$ cat src/rtl/rx_err_fifo_pkg.sv
package rx_err_fifo_pkg;
  typedef struct packed {
    logic brk;
    logic fe;
    logic pe;
  } rx_flags_t;

  function automatic logic flags_bad(rx_flags_t f);
    return f.brk | f.fe | f.pe;
  endfunction
endpackage

$ cat src/rtl/rxf_storage.sv
module rxf_storage
  import rx_err_fifo_pkg::*;
#(
  parameter int DATA_W = 8,
  parameter int DEPTH  = 64,
  localparam int AW    = $clog2(DEPTH),
  localparam int CW    = $clog2(DEPTH + 1)
) (
  input  logic              clk,
  input  logic              rst_n,
  input  logic              push,
  input  logic              pop,
  input  logic [DATA_W-1:0] in_data,
  input  rx_flags_t         in_flags,
  output logic [DATA_W-1:0] out_data,
  output rx_flags_t         out_flags,
  output logic [CW-1:0]     occ,
  output logic              full,
  output logic              empty
);
  logic [DATA_W-1:0] mem_data [DEPTH];
  rx_flags_t         mem_flag [DEPTH];
  logic [AW-1:0]     wr_ptr, rd_ptr;

  function automatic logic [AW-1:0] ptr_next(logic [AW-1:0] p);
    return (p == AW'(DEPTH - 1)) ? '0 : p + 1'b1;
  endfunction

  function automatic logic [CW-1:0] occ_next(logic [CW-1:0] c, logic inc, logic dec);
    case ({inc, dec})
      2'b10:   return c + 1'b1;
      2'b01:   return c - 1'b1;
      default: return c;
    endcase
  endfunction

  always_ff @(posedge clk) begin
    if (push) begin
      mem_data[wr_ptr] <= in_data;
      mem_flag[wr_ptr] <= in_flags;
    end
  end

  always_ff @(posedge clk or negedge rst_n) begin
    if (!rst_n) begin
      wr_ptr <= '0;
      rd_ptr <= '0;
      occ    <= '0;
    end else begin
      if (push) wr_ptr <= ptr_next(wr_ptr);
      if (pop)  rd_ptr <= ptr_next(rd_ptr);
      occ <= occ_next(occ, push, pop);
    end
  end

  assign full      = (occ == CW'(DEPTH));
  assign empty     = (occ == '0);
  assign out_data  = mem_data[rd_ptr];
  assign out_flags = mem_flag[rd_ptr];

  // occupancy never exceeds the depth
  a_r8_no_overflow: assert property (@(posedge clk) disable iff (!rst_n)
    occ <= CW'(DEPTH));
  // no push into a full buffer unless a pop frees a slot
  a_r8_full_guard: assert property (@(posedge clk) disable iff (!rst_n)
    full |-> !(push && !pop));
  // a pop is never issued on an empty buffer
  a_r4_no_underflow: assert property (@(posedge clk) disable iff (!rst_n)
    empty |-> !pop);
  // simultaneous push and pop leaves occupancy unchanged
  a_r10_balanced: assert property (@(posedge clk) disable iff (!rst_n)
    (push && pop) |=> $stable(occ));
endmodule

$ cat src/rtl/rxf_err_tally.sv
module rxf_err_tally #(
  parameter int DEPTH = 64,
  localparam int CW   = $clog2(DEPTH + 1)
) (
  input  logic          clk,
  input  logic          rst_n,
  input  logic          push,
  input  logic          push_bad,
  input  logic          pop,
  input  logic          pop_bad,
  input  logic [CW-1:0] occ,
  output logic          err_any
);
  logic [CW-1:0] bad_cnt;
  logic          inc_ev, dec_ev;

  assign inc_ev = push & push_bad;
  assign dec_ev = pop & pop_bad;

  function automatic logic [CW-1:0] tally_next(logic [CW-1:0] c, logic inc, logic dec);
    case ({inc, dec})
      2'b10:   return c + 1'b1;
      2'b01:   return c - 1'b1;
      default: return c;
    endcase
  endfunction

  always_ff @(posedge clk or negedge rst_n) begin
    if (!rst_n) bad_cnt <= '0;
    else        bad_cnt <= tally_next(bad_cnt, inc_ev, dec_ev);
  end

  assign err_any = (bad_cnt != '0);

  // tally never exceeds the number of stored entries
  a_r10_tally_bound: assert property (@(posedge clk) disable iff (!rst_n)
    bad_cnt <= occ);
  // an accepted erroneous push raises the summary bit
  a_r1_set: assert property (@(posedge clk) disable iff (!rst_n)
    inc_ev |=> err_any);
  // the summary bit falls only after an erroneous entry leaves
  a_r2_fall: assert property (@(posedge clk) disable iff (!rst_n)
    $fell(err_any) |-> $past(dec_ev));
endmodule

$ cat src/rtl/rxf_status.sv
module rxf_status
  import rx_err_fifo_pkg::*;
#(
  parameter int DATA_W = 8
) (
  input  logic              clk,
  input  logic              rst_n,
  input  logic              set_ovr,
  input  logic              status_rd,
  input  logic              empty,
  input  logic [DATA_W-1:0] raw_data,
  input  rx_flags_t         raw_flags,
  input  logic              err_any,
  output logic [DATA_W-1:0] head_data,
  output rx_flags_t         head_flags,
  output logic              ovr_flag,
  output logic              lsi_req
);
  always_ff @(posedge clk or negedge rst_n) begin
    if (!rst_n)         ovr_flag <= 1'b0;
    else if (set_ovr)   ovr_flag <= 1'b1;
    else if (status_rd) ovr_flag <= 1'b0;
  end

  assign head_data  = empty ? '0 : raw_data;
  assign head_flags = empty ? '0 : raw_flags;
  assign lsi_req    = err_any | ovr_flag;

  // overrun clears only after a status read
  a_r7_clear: assert property (@(posedge clk) disable iff (!rst_n)
    $fell(ovr_flag) |-> $past(status_rd));
  // a set request always leaves the flag high
  a_r7_set: assert property (@(posedge clk) disable iff (!rst_n)
    set_ovr |=> ovr_flag);
endmodule

$ cat src/rtl/rx_err_fifo.sv
module rx_err_fifo
  import rx_err_fifo_pkg::*;
#(
  parameter int DATA_W = 8,
  parameter int DEPTH  = 64
) (
  input  logic              clk,
  input  logic              rst_n,
  input  logic              wr_en,
  input  logic [DATA_W-1:0] wr_data,
  input  logic              wr_brk,
  input  logic              wr_fe,
  input  logic              wr_pe,
  input  logic              wr_ovr,
  input  logic              rd_data_en,
  input  logic              rd_status_en,
  output logic [DATA_W-1:0] head_data,
  output logic              head_brk,
  output logic              head_fe,
  output logic              head_pe,
  output logic              err_any,
  output logic              ovr_flag,
  output logic              data_ready,
  output logic              lsi_req
);
  localparam int CW = $clog2(DEPTH + 1);

  rx_flags_t         in_flags, raw_flags, hd_flags;
  logic [DATA_W-1:0] raw_data;
  logic [CW-1:0]     occ;
  logic              full, empty;
  logic              pop_ev, push_ev, drop_ev, set_ovr;

  assign in_flags = '{brk: wr_brk, fe: wr_fe, pe: wr_pe};
  assign pop_ev   = rd_data_en & ~empty;
  assign push_ev  = wr_en & (~full | pop_ev);
  assign drop_ev  = wr_en & ~push_ev;
  assign set_ovr  = drop_ev | wr_ovr;

  rxf_storage #(.DATA_W(DATA_W), .DEPTH(DEPTH)) u_store (
    .clk(clk), .rst_n(rst_n), .push(push_ev), .pop(pop_ev),
    .in_data(wr_data), .in_flags(in_flags),
    .out_data(raw_data), .out_flags(raw_flags),
    .occ(occ), .full(full), .empty(empty)
  );

  rxf_err_tally #(.DEPTH(DEPTH)) u_tally (
    .clk(clk), .rst_n(rst_n),
    .push(push_ev), .push_bad(flags_bad(in_flags)),
    .pop(pop_ev), .pop_bad(flags_bad(raw_flags)),
    .occ(occ), .err_any(err_any)
  );

  rxf_status #(.DATA_W(DATA_W)) u_stat (
    .clk(clk), .rst_n(rst_n), .set_ovr(set_ovr), .status_rd(rd_status_en),
    .empty(empty), .raw_data(raw_data), .raw_flags(raw_flags),
    .err_any(err_any), .head_data(head_data), .head_flags(hd_flags),
    .ovr_flag(ovr_flag), .lsi_req(lsi_req)
  );

  assign head_brk   = hd_flags.brk;
  assign head_fe    = hd_flags.fe;
  assign head_pe    = hd_flags.pe;
  assign data_ready = ~empty;

  // an empty buffer shows clean head flags
  a_r5_empty_clean: assert property (@(posedge clk) disable iff (!rst_n)
    !data_ready |-> !(head_brk | head_fe | head_pe));
  // a flagged head implies the summary bit is set
  a_r2_head_covered: assert property (@(posedge clk) disable iff (!rst_n)
    (head_brk | head_fe | head_pe) |-> err_any);
  // a dropped write leaves the data-ready state unchanged
  a_r8_drop_ready: assert property (@(posedge clk) disable iff (!rst_n)
    drop_ev |=> data_ready);
  // request follows its two sources
  a_r9_request: assert property (@(posedge clk) disable iff (!rst_n)
    (err_any | ovr_flag) |-> lsi_req);
endmodule

$ cat config.mk
export PLATFORM = sky130hd
export DESIGN_NAME = rx_err_fifo
export DESIGN_NICKNAME = d
export VERILOG_FILES = /design/src/rtl/rx_err_fifo_pkg.sv /design/src/rtl/rxf_storage.sv /design/src/rtl/rxf_err_tally.sv /design/src/rtl/rxf_status.sv /design/src/rtl/rx_err_fifo.sv
export SDC_FILE = /design/constraint.sdc
export NUM_CORES = 1
export LEC_CHECK = 0
export CORE_ASPECT_RATIO = 0.75
export CORE_MARGIN = 3
export CORE_UTILIZATION = 63
export CTS_CLUSTER_SIZE = 10
export DETAILED_ROUTE_END_ITERATION = 7
export DONT_BUFFER_PORTS = 1
export GPL_TIMING_DRIVEN = 0
export PLACE_DENSITY = 0.82
export SETUP_SLACK_MARGIN = 0.1
export SYNTH_ARGS = -nofsm -noshare
export SYNTH_HDL_FRONTEND = slang
export SYNTH_SLANG_ARGS = --single-unit
export TNS_END_PERCENT = 10
$ cat constraint.sdc
create_clock -name clk -period 5.4 [get_ports clk]
set_input_delay 0 -clock clk [delete_from_list [all_inputs] [get_ports clk]]
set_output_delay 0 -clock clk [all_outputs]
set_load 0.01 [all_outputs]
==> impl_metrics.tcl <==
set metrics [dict create \
    status "complete, no violations" \
    drc 0 \
    worstPathRequired_ps 5940 \
    num-nets-final 1474 \
    ys_warn_count 0 \
    max_clock_freq_ghz 0.190 \
    gr-usage-all-layers 0.306 \
    setup_viol 0 \
    avgSynthCellArea_um2 21.7 \
    synthCells 1325 \
    cts_tree "built" \
    die_area_mm2 0.0482 \
    rows 67 \
    seqPwrFrac 0.413 \
    crit_path_start_kind "flop" \
    grt_pass1_vias 15000 \
    cpPeakStageDelay_ps 620 \
    hold_viol 0 \
    critPathMaxFanout 10 \
    grt_pass1_wl_um 104000 \
    setup_slack_ps 145 \
    cts-root-buf "clkbuf_16" \
    criticalPathCategory "reg2reg" \
    synth_cell_types 50 \
    power_mw 16.0 \
    synthTopCellsByArea "edfxtp_1, mux4_2, dfrtp_1" \
    finalCritPeriodShare 0.973 \
    antenna_found_initial 2 \
    tightest_slew_ps 1400 \
    worst_ep_arrival_time_ps 5800 \
    cts_buffer_depth 3 \
    rrSetupSlack_ps 140 \
    initial_core_util 0.641 \
    dieWidth_um 253 \
    synth_common_cells "edfxtp_1, mux4_2, nor2_1" \
    pwr-share-clk 0.312 \
    finalNonFillerCells 2054 \
    path_cells "clkbuf_1, buf_1, clkbuf_1, o211ai_1, nand2_1, o32ai_1, a21o_1, a41oi_2, ha_2, inv_1, fa_1, nor2b_1, o21ai_0, a21boi_0, o21ai_0, and3_1, nor3_1, xor2_1" \
    path_delay_family "buffers and inverters" \
    numClockSinks 731 \
    ios 32 \
    rsz0062_at_grt "false" \
    num_vias 14700 \
    drtIter0Drc 2161 \
    core-area_mm2 0.0448 \
    grt_max_degree 66 \
    hold_path_class "in2reg" \
    slew_headroom 0.0664 \
    setup-tns-final_ps 0 \
    die_y_um 191 \
    drv_cap 0 \
    hpwl_um 42700 \
    synth.largest_area_cell "edfxtp_1" \
    cts_max_level 3 \
    p_int_mw 11.1 \
    layout_min_cycle_time_ps 5260 \
    gp_congestion 1.01 \
    dr.pass1.iters 6 \
    dp_slack_ps -174 \
    yosysMostFrequentCell "edfxtp_1" \
    p_per_area_mw_per_mm2 494 \
    post_cts_buffers 0 \
    cts.clk_slew.worst_paths_ps 60 \
    clock_latency_ps 620 \
    p_sw_frac 0.303 \
    cp-end-kind "flop" \
    synth_seq_cells 731 \
    irDropWorstVdd_mv 0.279 \
    synth-edff-count 704 \
    slowest_stage "clkbuf_1" \
    fill_cells 2479 \
    drive_above_1_share 0.246 \
    antenna_left 0 \
    p_leak_nw 10.2 \
    synth_nets 1357 \
    regArea_mm2 0.0218 \
    slew_violations 0 \
    routedWlPerCell_um 34.6 \
    fin_skew_ps 23.1 \
    dp_cells 1911 \
    whs_ps 94.0 \
    cp_num_buf_inv 4 \
    cts_made_buffers 83 \
    synth-seq-area-share 0.759 \
    overflow 0 \
    async_flop_share 0.0369 \
    port_buffers 0 \
    combPwrFrac 0.275 \
    wl_um 71100 \
    synth_top_area_frac 0.736 \
    multi_input_area_mm2 0.00657 \
    synthFlopType "edfxtp_1" \
    switchingPower_mw 4.85 \
    drt-vias-per-instance 7.18 \
    area_growth_pct 12.6 \
    syn-cell-area_mm2 0.0287 \
]
worst paths after layout:
kind                                    startpoint                  to  depth (start not counted)
worst min register to register  u_tally.bad_cnt[6]  u_tally.bad_cnt[6]                          1
worst min-delay path                         wr_en      u_store.occ[2]                          4
worst max-delay path             u_store.rd_ptr[3]  u_tally.bad_cnt[6]                         18
worst max register to register   u_store.rd_ptr[3]  u_tally.bad_cnt[6]                         18
min in group asynchronous                    rst_n   u_store.wr_ptr[4]                          4
max in group asynchronous                    rst_n      u_store.occ[2]                          4
timing repair:
item,CTS,global route
resized for setup,6,18
hold buffers,33,0
hold endpoints to repair,752,0
setup endpoints to repair,2,1
worst reg2reg max path, stage by stage (launching register included):
cell and delay, ps:
dfrtp_1 410, clkbuf_1 620, buf_1 590, clkbuf_1 470
o211ai_1 180, nand2_1 120, o32ai_1 140, a21o_1 220
a41oi_2 270, ha_2 330, inv_1 100, fa_1 410
nor2b_1 120, o21ai_0 100, a21boi_0 350, o21ai_0 190
and3_1 220, nor3_1 190, xor2_1 160
metrics by stage:
| step | cell area (µm²) | util |
|---|---|---|
| after floorplan | 28700 | - |
| after global placement | 29500 | 0.657 |
| after detailed placement | 29500 | 0.657 |
| after CTS | 32300 | 0.721 |
| after global routing | 32400 | 0.721 |
| final | 32400 | 0.722 |
cell families (layout without fill, tap and decap cells):
kind of cell / Yosys count / in the layout / synth area share
DFF: 731 / 731 / 0.759
muxes: 229 / 229 / 0.172
and+or+nand+nor: 170 / 170 / 0.0263
buffers and inverters: 86 / 227 / 0.0129
AOI/OAI and AO/OA: 79 / 79 / 0.0182
adders and majority gates: 15 / 15 / 0.00705
xor gates and xnor gates: 15 / 15 / 0.00457
other: 0 / 2 / 0
power groups by stage:
| stage | clock, mW | combinational, mW | sequential, mW |
|---|---|---|---|
| 2_1_floorplan | 0 | 2.70 | 6.67 |
| 3_3_place_gp | 0 | 3.97 | 6.69 |
| 3_5_place_dp | 0 | 4.05 | 6.71 |
| 4_1_cts | 5.01 | 4.26 | 6.60 |
| 5_1_grt | 5.23 | 4.56 | 6.62 |
| 6_report | 4.99 | 4.41 | 6.60 |
layout by cell type (no fill, tap or decap), types with 3 or more instances in the layout:
master and n:
o32ai_1 3, clkbuf_16 86, buf_1 16, dfrtp_1 27, buf_16 11, nand2_1 42, mux2i_1 14, a22oi_1 7
nor2_1 83, inv_1 16, or2_2 3, a221oi_1 5, o31ai_1 3, dlygate4sd3_1 20, clkbuf_4 4, edfxtp_1 704
mux4_2 211, buf_4 6, o21ai_0 19, buf_2 13, a21o_1 5, a22o_1 4, clkbuf_1 38, ha_1 12
nand4_1 3, mux2_2 4, a21oi_1 17, nand3_1 4, and2_1 12, clkbuf_2 7, nand3b_1 4, xnor2_1 10
and3_1 4, xor2_1 5
layout make-up:
class / instances / area share
sequential: 731 / 0.674
multi-input combinational: 508 / 0.203
clock buffer: 103 / 0.0685
tap: 586 / 0.0227
timing repair buffer: 33 / 0.0168
buffer: 69 / 0.0104
clock inverter: 6 / 0.00274
inverter: 16 / 0.00186
antenna: 2 / 0.000155
flip-flops by register name, summed over array words and instances, names as in the netlist:
name / flops
u_tally.bad_cnt: 7
u_store.wr_ptr: 6
u_store.mem_flag: 192
u_store.mem_data: 512
u_stat.ovr_flag: 1
u_store.rd_ptr: 6
u_store.occ: 7
per-layer routing:
layer  track usage  share of wire
met5             0              0
met4         0.108          0.036
met3        0.0997           0.14
met2         0.451           0.45
met1         0.441           0.37
Note: power is estimated with default switching activity, not from simulation.
